**src/rtl/sfrm_pkg.sv**
```systemverilog
package sfrm_pkg;

    localparam int BYTE_W = 8;
    localparam int N_FLAG = 3;

    typedef enum logic [2:0] {
        ST_IDLE = 3'd0,
        ST_WBRK = 3'd1,
        ST_BLOW = 3'd2,
        ST_CF0  = 3'd3,
        ST_CF1  = 3'd4,
        ST_PAY  = 3'd5
    } sfrm_state_e;

    typedef struct packed {
        logic cf1;
        logic cf0;
        logic brk;
    } sfrm_evt_t;

    function automatic sfrm_state_e first_stage(input logic brk_en, input logic cf0_en);
        if (brk_en)
            return ST_WBRK;
        else if (cf0_en)
            return ST_CF0;
        else
            return ST_CF1;
    endfunction

endpackage

```
**src/rtl/sfrm_sync.sv**
```systemverilog
module sfrm_sync #(
    parameter int STAGES = 2
) (
    input  logic clk,
    input  logic rst,
    input  logic din,
    output logic dout
);
    logic [STAGES-1:0] chain;

    always_ff @(posedge clk) begin
        if (rst)
            chain <= '1;
        else
            chain <= {chain[STAGES-2:0], din};
    end

    assign dout = chain[STAGES-1];
endmodule

```
**src/rtl/sfrm_brk_timer.sv**
```systemverilog
module sfrm_brk_timer #(
    parameter int CNT_W = 8,
    parameter int PRE_W = 4
) (
    input  logic             clk,
    input  logic             rst,
    input  logic             line_s,
    input  logic [PRE_W-1:0] presc,
    output logic [CNT_W-1:0] low_cnt
);
    localparam logic [CNT_W-1:0] CNT_MAX = '1;

    logic [PRE_W-1:0] pre_q;

    always_ff @(posedge clk) begin
        if (rst || line_s) begin
            pre_q   <= '0;
            low_cnt <= '0;
        end else if (pre_q == presc) begin
            pre_q <= '0;
            if (low_cnt != CNT_MAX)
                low_cnt <= low_cnt + 1'b1;
        end else begin
            pre_q <= pre_q + 1'b1;
        end
    end

    AST_CNT_SATURATES: assert property (@(posedge clk) disable iff (rst)
        (!line_s && low_cnt == CNT_MAX) |=> (low_cnt == CNT_MAX));

    AST_HIGH_CLEARS: assert property (@(posedge clk) disable iff (rst)
        line_s |=> (low_cnt == '0));
endmodule

```
**src/rtl/sfrm_seq.sv**
```systemverilog
module sfrm_seq
    import sfrm_pkg::*;
#(
    parameter int CNT_W = 8
) (
    input  logic              clk,
    input  logic              rst,
    input  logic              arm,
    input  logic              brk_en,
    input  logic              cf0_en,
    input  logic              line_s,
    input  logic [CNT_W-1:0]  low_cnt,
    input  logic [CNT_W-1:0]  brk_count,
    input  logic [BYTE_W-1:0] cf0_val,
    input  logic [BYTE_W-1:0] cf1_pri,
    input  logic [BYTE_W-1:0] cf1_sec,
    input  logic              byte_valid,
    input  logic [BYTE_W-1:0] byte_data,
    output sfrm_evt_t         evt,
    output logic              line_low_st,
    output logic              payload_go
);
    sfrm_state_e state_q, state_d;
    sfrm_state_e restart;

    logic [BYTE_W-1:0] cf1_ref [2];
    logic [1:0]        cf1_hit;

    assign cf1_ref[0] = cf1_pri;
    assign cf1_ref[1] = cf1_sec;

    for (genvar g = 0; g < 2; g++) begin : g_cf1_cmp
        assign cf1_hit[g] = (byte_data == cf1_ref[g]);
    end

    assign restart = first_stage(brk_en, cf0_en);

    always_comb begin
        state_d = state_q;
        evt     = '0;
        if (arm) begin
            state_d = restart;
        end else begin
            case (state_q)
                ST_WBRK: begin
                    if (!line_s && (low_cnt >= brk_count)) begin
                        evt.brk = 1'b1;
                        state_d = ST_BLOW;
                    end
                end
                ST_BLOW: begin
                    if (line_s)
                        state_d = cf0_en ? ST_CF0 : ST_CF1;
                end
                ST_CF0: begin
                    if (byte_valid) begin
                        if (byte_data == cf0_val) begin
                            evt.cf0 = 1'b1;
                            state_d = ST_CF1;
                        end else begin
                            state_d = restart;
                        end
                    end
                end
                ST_CF1: begin
                    if (byte_valid) begin
                        if (|cf1_hit) begin
                            evt.cf1 = 1'b1;
                            state_d = ST_PAY;
                        end else begin
                            state_d = restart;
                        end
                    end
                end
                default: state_d = state_q;
            endcase
        end
    end

    always_ff @(posedge clk) begin
        if (rst)
            state_q <= ST_IDLE;
        else
            state_q <= state_d;
    end

    assign line_low_st = (state_q == ST_BLOW);
    assign payload_go  = (state_q == ST_PAY);

    AST_BLOW_LEAVES_ON_HIGH: assert property (@(posedge clk) disable iff (rst)
        (line_low_st && line_s) |=> !line_low_st);

    AST_ONE_EVENT: assert property (@(posedge clk) disable iff (rst)
        $onehot0(evt));

    AST_PAY_HOLDS: assert property (@(posedge clk) disable iff (rst)
        (payload_go && !arm) |=> payload_go);
endmodule

```
**src/rtl/sfrm_flags.sv**
```systemverilog
module sfrm_flags
    import sfrm_pkg::*;
(
    input  logic              clk,
    input  logic              rst,
    input  logic [N_FLAG-1:0] set_v,
    input  logic [N_FLAG-1:0] clr_v,
    input  logic [N_FLAG-1:0] ie_v,
    output logic [N_FLAG-1:0] flag_v,
    output logic [N_FLAG-1:0] irq_v
);
    for (genvar i = 0; i < N_FLAG; i++) begin : g_flag
        always_ff @(posedge clk) begin
            if (rst) begin
                flag_v[i] <= 1'b0;
                irq_v[i]  <= 1'b0;
            end else begin
                flag_v[i] <= (flag_v[i] & ~clr_v[i]) | set_v[i];
                irq_v[i]  <= set_v[i] & ie_v[i];
            end
        end

        AST_CLEAR_TAKES: assert property (@(posedge clk) disable iff (rst)
            (clr_v[i] && !set_v[i]) |=> !flag_v[i]);

        AST_IRQ_HAS_FLAG: assert property (@(posedge clk) disable iff (rst)
            irq_v[i] |-> flag_v[i]);
    end
endmodule

```
**src/rtl/sfrm_top.sv**
```systemverilog
module sfrm_top
    import sfrm_pkg::*;
#(
    parameter int CNT_W       = 8,
    parameter int PRE_W       = 4,
    parameter int SYNC_STAGES = 2
) (
    input  logic              clk,
    input  logic              rst,
    input  logic              rx_line,
    input  logic              arm,
    input  logic              brk_en,
    input  logic              cf0_en,
    input  logic [CNT_W-1:0]  brk_count,
    input  logic [PRE_W-1:0]  brk_presc,
    input  logic [BYTE_W-1:0] cf0_val,
    input  logic [BYTE_W-1:0] cf1_pri,
    input  logic [BYTE_W-1:0] cf1_sec,
    input  logic              byte_valid,
    input  logic [BYTE_W-1:0] byte_data,
    input  logic              ie_brk,
    input  logic              ie_cf0,
    input  logic              ie_cf1,
    input  logic [N_FLAG-1:0] flag_clr,
    output logic              flag_brk,
    output logic              flag_cf0,
    output logic              flag_cf1,
    output logic              irq_brk,
    output logic              irq_cf,
    output logic              line_low_st,
    output logic              payload_go
);
    logic             line_s;
    logic [CNT_W-1:0] low_cnt;
    sfrm_evt_t        evt;
    logic [N_FLAG-1:0] flag_v, irq_v;

    sfrm_sync #(.STAGES(SYNC_STAGES)) u_sync (
        .clk (clk),
        .rst (rst),
        .din (rx_line),
        .dout(line_s)
    );

    sfrm_brk_timer #(.CNT_W(CNT_W), .PRE_W(PRE_W)) u_timer (
        .clk    (clk),
        .rst    (rst),
        .line_s (line_s),
        .presc  (brk_presc),
        .low_cnt(low_cnt)
    );

    sfrm_seq #(.CNT_W(CNT_W)) u_seq (
        .clk        (clk),
        .rst        (rst),
        .arm        (arm),
        .brk_en     (brk_en),
        .cf0_en     (cf0_en),
        .line_s     (line_s),
        .low_cnt    (low_cnt),
        .brk_count  (brk_count),
        .cf0_val    (cf0_val),
        .cf1_pri    (cf1_pri),
        .cf1_sec    (cf1_sec),
        .byte_valid (byte_valid),
        .byte_data  (byte_data),
        .evt        (evt),
        .line_low_st(line_low_st),
        .payload_go (payload_go)
    );

    sfrm_flags u_flags (
        .clk   (clk),
        .rst   (rst),
        .set_v (evt),
        .clr_v (flag_clr),
        .ie_v  ({ie_cf1, ie_cf0, ie_brk}),
        .flag_v(flag_v),
        .irq_v (irq_v)
    );

    assign flag_brk = flag_v[0];
    assign flag_cf0 = flag_v[1];
    assign flag_cf1 = flag_v[2];
    assign irq_brk  = irq_v[0];
    assign irq_cf   = irq_v[1] | irq_v[2];

    AST_BRK_IRQ_PULSE: assert property (@(posedge clk) disable iff (rst)
        irq_brk |=> !irq_brk);

    AST_PAY_AFTER_BYTE: assert property (@(posedge clk) disable iff (rst)
        $rose(payload_go) |-> $past(byte_valid));

    AST_BRK_BEFORE_LOWST: assert property (@(posedge clk) disable iff (rst)
        $rose(line_low_st) |-> flag_brk);
endmodule

```
**config.mk**
```make
export PLATFORM = sky130hd
export DESIGN_NAME = sfrm_top
export DESIGN_NICKNAME = d
export VERILOG_FILES = /design/src/rtl/sfrm_pkg.sv /design/src/rtl/sfrm_sync.sv /design/src/rtl/sfrm_brk_timer.sv /design/src/rtl/sfrm_seq.sv /design/src/rtl/sfrm_flags.sv /design/src/rtl/sfrm_top.sv
export SDC_FILE = /design/constraint.sdc
export NUM_CORES = 1
export LEC_CHECK = 0
export ABC_AREA = 0
export CAP_MARGIN = 5
export CORE_UTILIZATION = 30
export CTS_CLUSTER_SIZE = 24
export DETAILED_ROUTE_END_ITERATION = 10
export PLACE_DENSITY = 0.65
export SLEW_MARGIN = 10
export SYNTH_ARGS = -nofsm -noshare
export SYNTH_HDL_FRONTEND = slang
export SYNTH_HIERARCHICAL = 1
export SYNTH_SLANG_ARGS = --single-unit
```
**constraint.sdc**
```tcl
create_clock -name clk -period 3.7 [get_ports clk]
set_clock_uncertainty 0.15 [all_clocks]
set_input_delay 0.555 -clock clk [delete_from_list [all_inputs] [get_ports clk]]
set_output_delay 0.555 -clock clk [all_outputs]
set_load 0.005 [all_outputs]
```
# == After elaboration in Yosys (flattened, before gate mapping) ==
# Cells that the tools add are included.
# Widths: inputs -> output; s select.
# totals
word_cells,67
inputBits,57
out_inout_bits,7
regBits,23
# op_classes
addsub,2
reduce_logical,8
n_lt_le_gt_ge,1
bitwise_logic,13
n_eq_ne,14
mux,19
# ops
op,n
$mux 3,10
$eq 8x8->1,3
$pmux 3 s4,1
$add 8x1->8 const B,1
$ge 8x8->1,1
$mux 1,8
$ne 8x8->1 const B,1
$and 1x1->1,6
$eq 3x2->1 const B,2
$eq 3x3->1 const B,2
$ne 3x2->1 const B,2
$ne 3x3->1 const B,2
$reduce_and 5->1,1
$reduce_bool 5->1,1
$add 4x1->4 const B,1
$eq 4x4->1,1
$or 1x1->1,4
$reduce_or 2->1,2
$eq 3x1->1 const B,1
$not 1->1,3
$reduce_and 2->1,1
$logic_and 1x1->1,1
$logic_not 1->1,1
$logic_or 1x1->1,1

# == Depth between registers and ports, before layout ==
# Gate-level depths: netlist of run 1.
# depth
word_depth,7
mapped_depth,8
mapped_depth_nobuf,8

# == By module ==
# Netlist of run 1, hierarchy kept.
# by_module_without_submodules
module,instances,area_each_um2,cells_per_inst,seq_area_each_um2
sfrm_seq,1,853.3,109,60.1
sfrm_brk_timer,1,619.3,68,240.2
sfrm_flags,1,210.2,21,120.1
sfrm_sync,1,52.6,4,40.0
sfrm_top,1,6.3,1,0.0

# == Worst setup path after synthesis of run 1 ==
# OpenSTA, ideal clock, no wires.
# synth_path
path_type,input to register
from,in brk_count[3]
to,reg u_seq.state_q[1]
t_arrival_ns,1.679
path_stages,7
path_slack_ns,1.750
setup_time_ns,0.121
required_time_ns,3.429
path_buffers,0
cell_sequence,inv_1 ha_1 a211o_1 o221ai_1 a31o_1 nor2b_1 nor3_1
# synth_between
elab_chain_len,4
# synth_rtl
item,line_no,source
from (decl),sfrm_top.sv:14,"input logic [CNT_W-1:0] brk_count,"
$ge 8x8->1,sfrm_seq.sv:46,if (!line_s && (low_cnt >= brk_count)) begin
$logic_and 1x1->1,sfrm_seq.sv:46,
$ne 3x2->1 (no line),--,
$reduce_and 5->1 (no line),--,
to (signal assigned),sfrm_seq.sv:84,state_q <= state_d;
to (decl),sfrm_seq.sv:23,"sfrm_state_e state_q, state_d;"
# No other way between the ends.
# A chain may end at the register's enable or synchronous reset.

# == Worst setup path in the final report of run 1 ==
# layout_path
from,in brk_presc[3]
to,reg u_timer.low_cnt[5]
# layout_between
elab_chain_len,2
# layout_rtl
item,line_no,source
from (decl),sfrm_top.sv:15,"input logic [PRE_W-1:0] brk_presc,"
$eq 4x4->1,sfrm_brk_timer.sv:19,end else if (pre_q == presc) begin
$reduce_and 2->1 (no line),--,
to (signal assigned),sfrm_brk_timer.sv:22,low_cnt <= low_cnt + 1'b1;
to (decl),sfrm_brk_timer.sv:9,output logic [CNT_W-1:0] low_cnt
# No other way between the ends.

==> impl_metrics.yaml, run 1 <==
power_and_ir_drop:
  ir_worst_vdd_mv: 0.153
  p_leak_nw: 0.969
  powerDensity_nw_per_um2: 234
  total_power_mw: 0.581
global_route:
  antenna_found_initial: 0
  grt_pass1_wl_um: 6670
  grt_max_degree: 15
  track_usage_pct: 13.3
  gr-total-overflow: 0
  grt_pass1_vias: 1597
finish:
  regArea_sq_um: 460
  final_nets: 334
  postLayoutCoreUtil_pct: 44.9
  fill_cells: 560
  num_antenna_cells: 0
  syn_to_final_growth_pct: 42.7
  design_area_sq_um: 2480
  multi_input_comb_area_sq_um: 1200
  drive_gt1_share_pct: 6.77
logic_synthesis:
  synth_top_flop_cell: "dfxtp_1"
  avgSynthCellArea_sq_um: 8.58
  synthTopCellsByArea: "dfxtp_1 (26%), xor2_1 (13%), ha_1 (7.2%), a21oi_1 (3.4%), nand2b_4 (3.2%)"
  syn_inst: 203
  synth_top_cell_area_share_pct: 26.4
  async_flop_share_pct: 0
  synth_cell_types: 55
  ys_warn_count: 6
  syn-num-nets: 270
  synth-seq-cells: 23
  synth_enable_flop_cells: 0
  synth_area_sq_um: 1740
  synth_top_area_cell: "dfxtp_1"
  yosysSeqAreaShare_pct: 26.4
placement:
  gp_congestion: 0.817
  post-place-ws_ps: 1100
  placed_area_sq_um: 2440
  dp_hpwl_um: 3360
  port_buffers: 63
setup_path:
  reg2reg_from: "u_timer/pre_q[2]"
  path_max_fanout: 13
  r2r_setup_slack_ps: 1710
  critPathTopFamily: "simple AND/OR/NAND/NOR gates"
  cp-end-kind: "flop"
  required_ps: 3750
  cpPeakStageDelay_ps: 640
  cp_slowest_cell: "or4_1"
  critical_path.cell_chain: "clkdlybuf4s50_1, xnor2_1, nand4_1, or4_1, a21oi_1"
  cp_num_buf_inv: 1
  path_class: "in2reg"
  r2r-end: "u_timer/low_cnt[5]"
  reg2reg_depth: 4
  cp.arrival_ps: 2390
  crit_path_start_kind: "primary input"
cts:
  cts.sinks: 23
  tritoncts: "yes"
  post_cts_buffers: 0
  clockBufferDepth: 2
  clkTransAtPathRegs_ps: 90
  cts-htree-levels: 1
  clkLatencyLatePin_ps: 270
  cts-root-buf: "clkbuf_8"
  cts_resized: 0
  cts_hold_buf: 0
  cts_buffers: 3
floorplan:
  die-area_sq_um: 6110
  core-area_sq_um: 5540
  core.rowCount: 27
  initial_core_util_pct: 31.4
  ios: 64
  die_w_um: 78.2
  die_y_um: 78.2
run:
  drv_cap: 0
sta:
  tightest_slew_ps: 491
  tns_ps: 0
  setup_ws_ps: 1360
  clock.fmax_ghz: 0.427
  post-route-period-util_pct: 63.3
  setup_violations: 0
  hold_violations: 0
  drv_slew: 0
  final.min_clock_period_ps: 2340
  slew_headroom_pct: 67.2
  rsz0062_at_grt: "false"
min_path:
  holdCritStartpoint: "u_sync/chain[0]"
  worstHoldEndpoint: "u_sync/chain[1]"
  hp-class: "reg2reg"
  holdPathStages: 1
run_status:
  status: "finished, final reports clean"
detailed_routing:
  num_vias: 1665
  routed.top_layer: "met4"
  drt_iter0_drc: 73
  first_pass_iters: 4
  dr_wl_met3_um: 329
  wl_met1_um: 1810
  wl_met2_um: 1930
  drt.antenna.violating_nets: 0
  routed_wl_um: 4100
  route.detailed.drc: 0
  vias_per_cell: 4.93
  wl_per_cell_um: 12.1
## worst max path at each step
stage | from | end | slack, ps | cells past startpoint
6_report | brk_presc[3] | u_timer/low_cnt[5] | 1360 | 5
3_3_place_gp | byte_data[1] | u_seq/state_q[1] | 1100 | 7
3_5_place_dp | brk_presc[3] | u_timer/low_cnt[5] | 1100 | 5
5_1_grt | byte_data[1] | u_seq/state_q[1] | 1270 | 7
2_1_floorplan | brk_count[3] | u_seq/state_q[1] | 1750 | 7
4_1_cts | brk_presc[3] | u_timer/low_cnt[5] | 1360 | 5
## metrics by stage
step	hold WS (ps)	instances
2_1_floorplan	233	203
3_3_place_gp	240	334
3_5_place_dp	239	334
4_1_cts	261	338
5_1_grt	279	338
6_report	261	338
## layer usage
layer  global-route usage (%)  up-vias
li1                         -      860
met1                     15.8      736
met2                     23.3       65
met3                     4.77        4
met4                     2.22        0
met5                        0        -
## worst reg2reg max path, delay by kind of cell, from the launching register on
kind	cells	cell delay, ps
compound gates	1	140
xor+xnor	1	150
flops	1	400
simple gates	2	1080
## kinds of logic (layout without fill, tap and decap cells)
family / after synthesis / count (layout) / share of synthesized area [%]
AOI/OAI and AO/OA: 47 / 47 / 19.6
xor gates and xnor gates: 30 / 30 / 15.1
adders and majority gates: 10 / 10 / 7.18
buffers and inverters: 18 / 81 / 4.53
DFF: 23 / 23 / 26.4
muxes: 1 / 1 / 0.575
and+or+nand+nor: 74 / 74 / 26.6
## final cells by class
| class | count | share of cell area, % |
|---|---|---|
| clock buffer | 3 | 1.66 |
| clock inverter | 1 | 0.302 |
| inverter | 14 | 2.11 |
| multi-input combinational | 162 | 48.4 |
| sequential | 23 | 18.5 |
| tap | 72 | 3.63 |
| timing repair buffer | 63 | 25.4 |
## report_power, final
part	internal (mW)	leakage, nW	switching, mW
Sequential	0.252	0.186	0.00836
Combinational	0.0951	0.761	0.0635
Clock	0.0763	0.0217	0.0860
## synthesized netlist by cell type, types with 2 or more instances
master	count
a31oi_1	5
nand2b_1	4
a22oi_1	2
nand2b_4	4
o21ai_0	3
a21oi_1	12
nand4_1	2
nor2b_1	3
and3_1	3
and4_4	2
xor2_1	25
dfxtp_1	23
inv_1	14
ha_1	10
o41ai_1	3
nor4_1	5
a21o_1	3
or2_1	3
o31ai_1	2
nor3_1	3
a211o_1	2
nor2_1	14
nand3_1	6
nor4_4	2
nand2_1	14
xnor2_1	5
## cells in the final DEF (no fill, tap or decap), types with 6 or more instances in the layout
master            n
clkdlybuf4s50_1  63
dfxtp_1          23
inv_1            14
xor2_1           25
ha_1             10
nand3_1           6
nand2_1          14
a21oi_1          12
nor2_1           14
## flip-flops by register name, indices dropped and copies added (netlist names)
name / count
u_timer/low_cnt: 8
u_sync/chain: 2
u_flags/irq_v: 3
u_seq/state_q: 3
u_timer/pre_q: 4
u_flags/flag_v: 3
(Power assumes the default switching activity.)
==> inputs of run 2 (changes only) <==
--- a/config.mk
+++ b/config.mk
@@ -10,7 +10,7 @@
 export CORE_UTILIZATION = 30
 export CTS_CLUSTER_SIZE = 24
 export DETAILED_ROUTE_END_ITERATION = 10
-export PLACE_DENSITY = 0.65
+export PLACE_DENSITY = 0.67
 export SLEW_MARGIN = 10
 export SYNTH_ARGS = -nofsm -noshare
 export SYNTH_HDL_FRONTEND = slang
==> constraint.sdc (replaced) <==
create_clock -name clk -period 2.1 [get_ports clk]
set_clock_uncertainty 0.15 [all_clocks]
set_input_delay 0.315 -clock clk [delete_from_list [all_inputs] [get_ports clk]]
set_output_delay 0.315 -clock clk [all_outputs]
set_load 0.005 [all_outputs]
==> run 2 against run 1 <==
Sequential cell count unchanged; highest routed layer unchanged; register-to-register slack got worse by 1500 ps; clock power increased by 72%; combinational power increased by 89%; critical path type unchanged.
==> impl_metrics.yaml, run 2 (synthesis results as in run 1) <==
run_status:
  status: "finished, final reports clean"
power_and_ir_drop:
  powerDensity_nw_per_um2: 397
  ir_worst_vdd_mv: 0.218
  p_leak_nw: 1.06
  total_power_mw: 1.03
cts:
  cts_hold_buf: 0
  cts-root-buf: "clkbuf_8"
  clockBufferDepth: 2
  clkLatencyLatePin_ps: 260
  cts_buffers: 3
  cts-htree-levels: 1
  clkTransAtPathRegs_ps: 90
  cts.sinks: 23
  tritoncts: "yes"
finish:
  postLayoutCoreUtil_pct: 47.0
  layout_common_cells: "clkdlybuf4s50_1 (59), xor2_1 (25), dfxtp_1 (22)"
  top_register: "u_timer/low_cnt"
  layout_commonest_cell: "clkdlybuf4s50_1"
  final-instance-count-excl-fill: 349
  largestRegisters: "u_timer/low_cnt x8, u_timer/pre_q x4"
  final_nets: 345
  num_antenna_cells: 0
  drive_gt1_share_pct: 12.6
  syn_to_final_growth_pct: 49.6
  design_area_sq_um: 2610
  largest_register_ff_count: 8
  fill_cells: 548
global_route:
  gr-total-overflow: 0
  track_usage_pct: 14.2
  antenna_found_initial: 0
  grt_pass1_vias: 1691
  grt_pass1_wl_um: 7130
  grt_max_degree: 15
detailed_routing:
  num_vias: 1713
  drt.antenna.violating_nets: 0
  vias_per_cell: 4.91
  route.detailed.drc: 0
  first_pass_iters: 4
  wl_per_cell_um: 11.7
  drt_iter0_drc: 49
  routed_wl_um: 4090
floorplan:
  die_y_um: 78.2
  ios: 64
  die_w_um: 78.2
  die-area_sq_um: 6110
  core-area_sq_um: 5540
  core.rowCount: 27
  initial_core_util_pct: 31.4
setup_path:
  cp_num_buf_inv: 1
  cpPeakStageDelay_ps: 480
  path_class: "in2reg"
  critPathTopFamily: "compound AO/OA/AOI/OAI gates"
  r2r_setup_slack_ps: 260
  cp_slowest_cell: "clkdlybuf4s50_1"
  required_ps: 2110
  cp.arrival_ps: 2020
  crit_path_start_kind: "primary input"
  path_max_fanout: 3
  cp-end-kind: "flop"
  critical_path.cell_chain: "clkdlybuf4s50_1, xor2_1, nor4_4, nand2_1, a32o_1, a221oi_2, nor3_1"
run:
  drv_cap: 0
sta:
  tightest_slew_ps: 373
  clock.fmax_ghz: 0.498
  tns_ps: 0
  drv_slew: 0
  holdWs_ps: 260
  slew_headroom_pct: 75.1
  post-route-period-util_pct: 95.7
  rsz0062_at_grt: "false"
  setup_ws_ps: 91.0
  hold_violations: 0
  setup_violations: 0
  final.min_clock_period_ps: 2010
placement:
  dp_hpwl_um: 3430
  numPlacedInstances: 345
  placed_area_sq_um: 2520
  port_buffers: 63
  gp_congestion: 0.850
  post-place-ws_ps: -222
min_path:
  hp-class: "reg2reg"
[run 2: changes by cell type in the layout (fill, tap and decap cells not counted), sizes merged]
cell / delta
buf: +11
clkdlybuf4s50: -4
dlymetal6s2s: +4
[run 2: worst reg2reg max path: cells and delay by family, from the launching register on]
family,cells,cell delay [ps]
AND/OR/NAND/NOR,3,840
flip-flops,1,360
adder cells (fa/ha/maj),1,250
AO/OA/AOI/OAI,1,170
[run 2: path summary, 6_finish.rpt]
kind                           start                 end  cells past startpoint
hold / removal       u_sync/chain[0]     u_sync/chain[1]                      1
hold reg to reg      u_sync/chain[0]     u_sync/chain[1]                      1
setup / recovery        byte_data[3]    u_seq/state_q[1]                      7
setup reg to reg  u_timer/low_cnt[0]  u_timer/low_cnt[5]                      5
[run 2: timing repair]
| action | CTS | global route |
|---|---|---|
| gates resized for setup | 0 | 10 |
| endpoints found under the setup margin | 0 | 5 |
| buffers inserted | 0 | 0 |
| endpoints found under the hold margin | 0 | 0 |
[run 2: area by class of cell]
class | instances | area, sq um | area share (%)
multi-input cells | 162 | 1230 | 47.2
repair buffers | 74 | 723 | 27.8
flip-flops and latches | 23 | 462 | 17.7
clock inverters | 1 | 7.51 | 0.288
clock buffers | 3 | 41.3 | 1.59
inverters | 14 | 52.6 | 2.02
well taps | 72 | 90.1 | 3.46
[run 2: layer usage]
metal / global-route usage (%) / vias up / part of all wire (%) / routed length [um]
met2: 26.1 / 66 / 50 / 2030
li1: - / 881 / - / -
met4: 2.22 / 0 / 0.42 / 17
met5: 0 / - / 0 / 0
met1: 16.8 / 764 / 42 / 1720
met3: 3.49 / 2 / 7.7 / 316
[run 2: where the power goes]
| group | switching, mW | internal, mW | leakage, nW |
|---|---|---|---|
| Sequential | 0.0113 | 0.445 | 0.187 |
| Combinational | 0.122 | 0.177 | 0.852 |
| Clock | 0.144 | 0.134 | 0.0217 |
==> inputs of run 3 (changes only) <==
--- a/config.mk
+++ b/config.mk
@@ -7,6 +7,7 @@
 export LEC_CHECK = 0
 export ABC_AREA = 0
 export CAP_MARGIN = 5
+export CORE_MARGIN = 5
 export CORE_UTILIZATION = 30
 export CTS_CLUSTER_SIZE = 24
 export DETAILED_ROUTE_END_ITERATION = 10
==> run 3 against run 2 <==
Combinational power about the same; clock power hardly changed; core utilization down 0.17 points; cell count is the same; worst setup slack got worse by 26 ps; global-route usage down 2.4 points; critical path depth unchanged; die area increased by 22%; sequential power hardly changed; sequential cell count unchanged; hold slack got worse by 4.4 ps; largest cell class unchanged.
==> impl_metrics.yaml, run 3 (synthesis results as in run 1) <==
run_status:
  status: "finished, final reports clean"
setup_path:
  path_max_fanout: 3
  r2r-end: "u_seq/state_q[0]"
  crit_start: "byte_data[3]"
  cp-end-kind: "flop"
  crit_end: "u_seq/state_q[1]"
  r2r_setup_slack_ps: 240
  worstSetupPathDepth: 7
  cp.arrival_ps: 2040
  required_ps: 2110
  reg2reg_from: "u_timer/low_cnt[3]"
  cp_slowest_cell: "clkdlybuf4s50_1"
  reg2reg_depth: 6
  critical_path.cell_chain: "clkdlybuf4s50_1, xor2_1, nor4_2, a22oi_2, a32o_1, a221oi_2, nor3_1"
  critPathTopFamily: "compound AO/OA/AOI/OAI gates"
  path_class: "in2reg"
  crit_path_start_kind: "primary input"
  cp_num_buf_inv: 1
  cpPeakStageDelay_ps: 480
cts:
  cts-root-buf: "clkbuf_8"
  cts_buffers: 3
  clockBufferDepth: 2
  cts_hold_buf: 0
  cts-htree-levels: 1
  post_cts_buffers: 0
  clkLatencyLatePin_ps: 270
  tritoncts: "yes"
  clkTransAtPathRegs_ps: 90
  cts.sinks: 23
finish:
  num_antenna_cells: 0
  syn_to_final_growth_pct: 49.9
  postLayoutCoreUtil_pct: 46.8
  top_register: "u_timer/low_cnt"
  layout_common_cells: "clkdlybuf4s50_1 (60), xor2_1 (25), dfxtp_1 (22)"
  final_nets: 345
  design_area_sq_um: 2610
  largest_register_ff_count: 8
  layout_commonest_cell: "clkdlybuf4s50_1"
  fill_cells: 556
  drive_gt1_share_pct: 13.4
  largestRegisters: "u_timer/low_cnt x8, u_timer/pre_q x4"
detailed_routing:
  routed_wl_um: 4540
  route.detailed.drc: 0
  first_pass_iters: 4
  drt_iter0_drc: 39
  drt.antenna.violating_nets: 0
  vias_per_cell: 4.85
  num_vias: 1694
  wl_per_cell_um: 13.0
sta:
  hold_violations: 0
  post-route-period-util_pct: 96.9
  setup_violations: 0
  tns_ps: 0
  final.min_clock_period_ps: 2040
  slew_headroom_pct: 71.8
  clock.fmax_ghz: 0.491
  drv_slew: 0
  setup_ws_ps: 65.0
  tightest_slew_ps: 423
placement:
  dp_hpwl_um: 3750
  post-place-ws_ps: -308
  gp_congestion: 0.771
  port_buffers: 63
  placed_area_sq_um: 2520
min_path:
  holdCritStartpoint: "u_sync/chain[0]"
  hp-class: "reg2reg"
floorplan:
  die_y_um: 86.2
  core-area_sq_um: 5570
  initial_core_util_pct: 31.2
  die-area_sq_um: 7430
  ios: 64
  core.rowCount: 27
  die_w_um: 86.2
global_route:
  antenna_found_initial: 0
  grt_max_degree: 15
  grt_pass1_vias: 1662
  grt_pass1_wl_um: 7250
  gr-total-overflow: 0
  track_usage_pct: 11.8
power_and_ir_drop:
  ir_worst_vdd_mv: 0.180
  powerDensity_nw_per_um2: 397
  total_power_mw: 1.04
  p_leak_nw: 1.05
run:
  drv_cap: 0
-- run 3: through the flow --
stage          std cells  hold WS [ps]
5_1_grt              349           292
6_report             349           255
4_1_cts              349           258
3_5_place_dp         345           239
2_1_floorplan        203           233
3_3_place_gp         345           243
-- run 3: final cells by class --
class / count / area (sq um) / area share (%)
multi-input cells: 162 / 1240 / 47.5
clock inverters: 1 / 5.00 / 0.192
repair buffers: 74 / 721 / 27.6
well taps: 72 / 90.1 / 3.45
clock buffers: 3 / 41.3 / 1.58
flip-flops and latches: 23 / 462 / 17.7
inverters: 14 / 52.6 / 2.01
-- run 3: repair_timing --
action                     4_1_cts  5_1_grt
pin swaps                        0        4
gates resized for setup          2        9
setup endpoints to repair        2        6
-- run 3: worst register-to-register path, delay by kind of cell, from the launching register on --
family,cells,cell delay (ps)
simple gates,1,60
compound gates,4,840
flops,1,450
fa+ha+maj,1,280
-- run 3: worst min-delay path by stage --
| stage | end | slack, ps | cells after the start |
|---|---|---|---|
| after floorplan | u_sync/chain[1] | 230 | 1 |
| after global placement | u_sync/chain[1] | 240 | 1 |
| after detailed placement | u_sync/chain[1] | 240 | 1 |
| after CTS | u_sync/chain[1] | 260 | 1 |
| after global routing | u_sync/chain[1] | 290 | 1 |
| final | u_sync/chain[1] | 260 | 1 |
-- run 3: routing by layer --
metal | up-vias | global-route usage [%] | part of all wire [%]
met5 | - | 0 | 0
met4 | 0 | 1.42 | 0.088
met3 | 2 | 5.04 | 9.0
met2 | 54 | 20.5 | 47
met1 | 756 | 13.9 | 44
li1 | 882 | - | -
-- run 3: power breakdown --
group / leakage [nW] / switching [mW] / internal [mW]
clock network: 0.0255 / 0.145 / 0.132
logic: 0.842 / 0.122 / 0.177
registers: 0.187 / 0.0144 / 0.445
total: 1.05 / 0.281 / 0.754
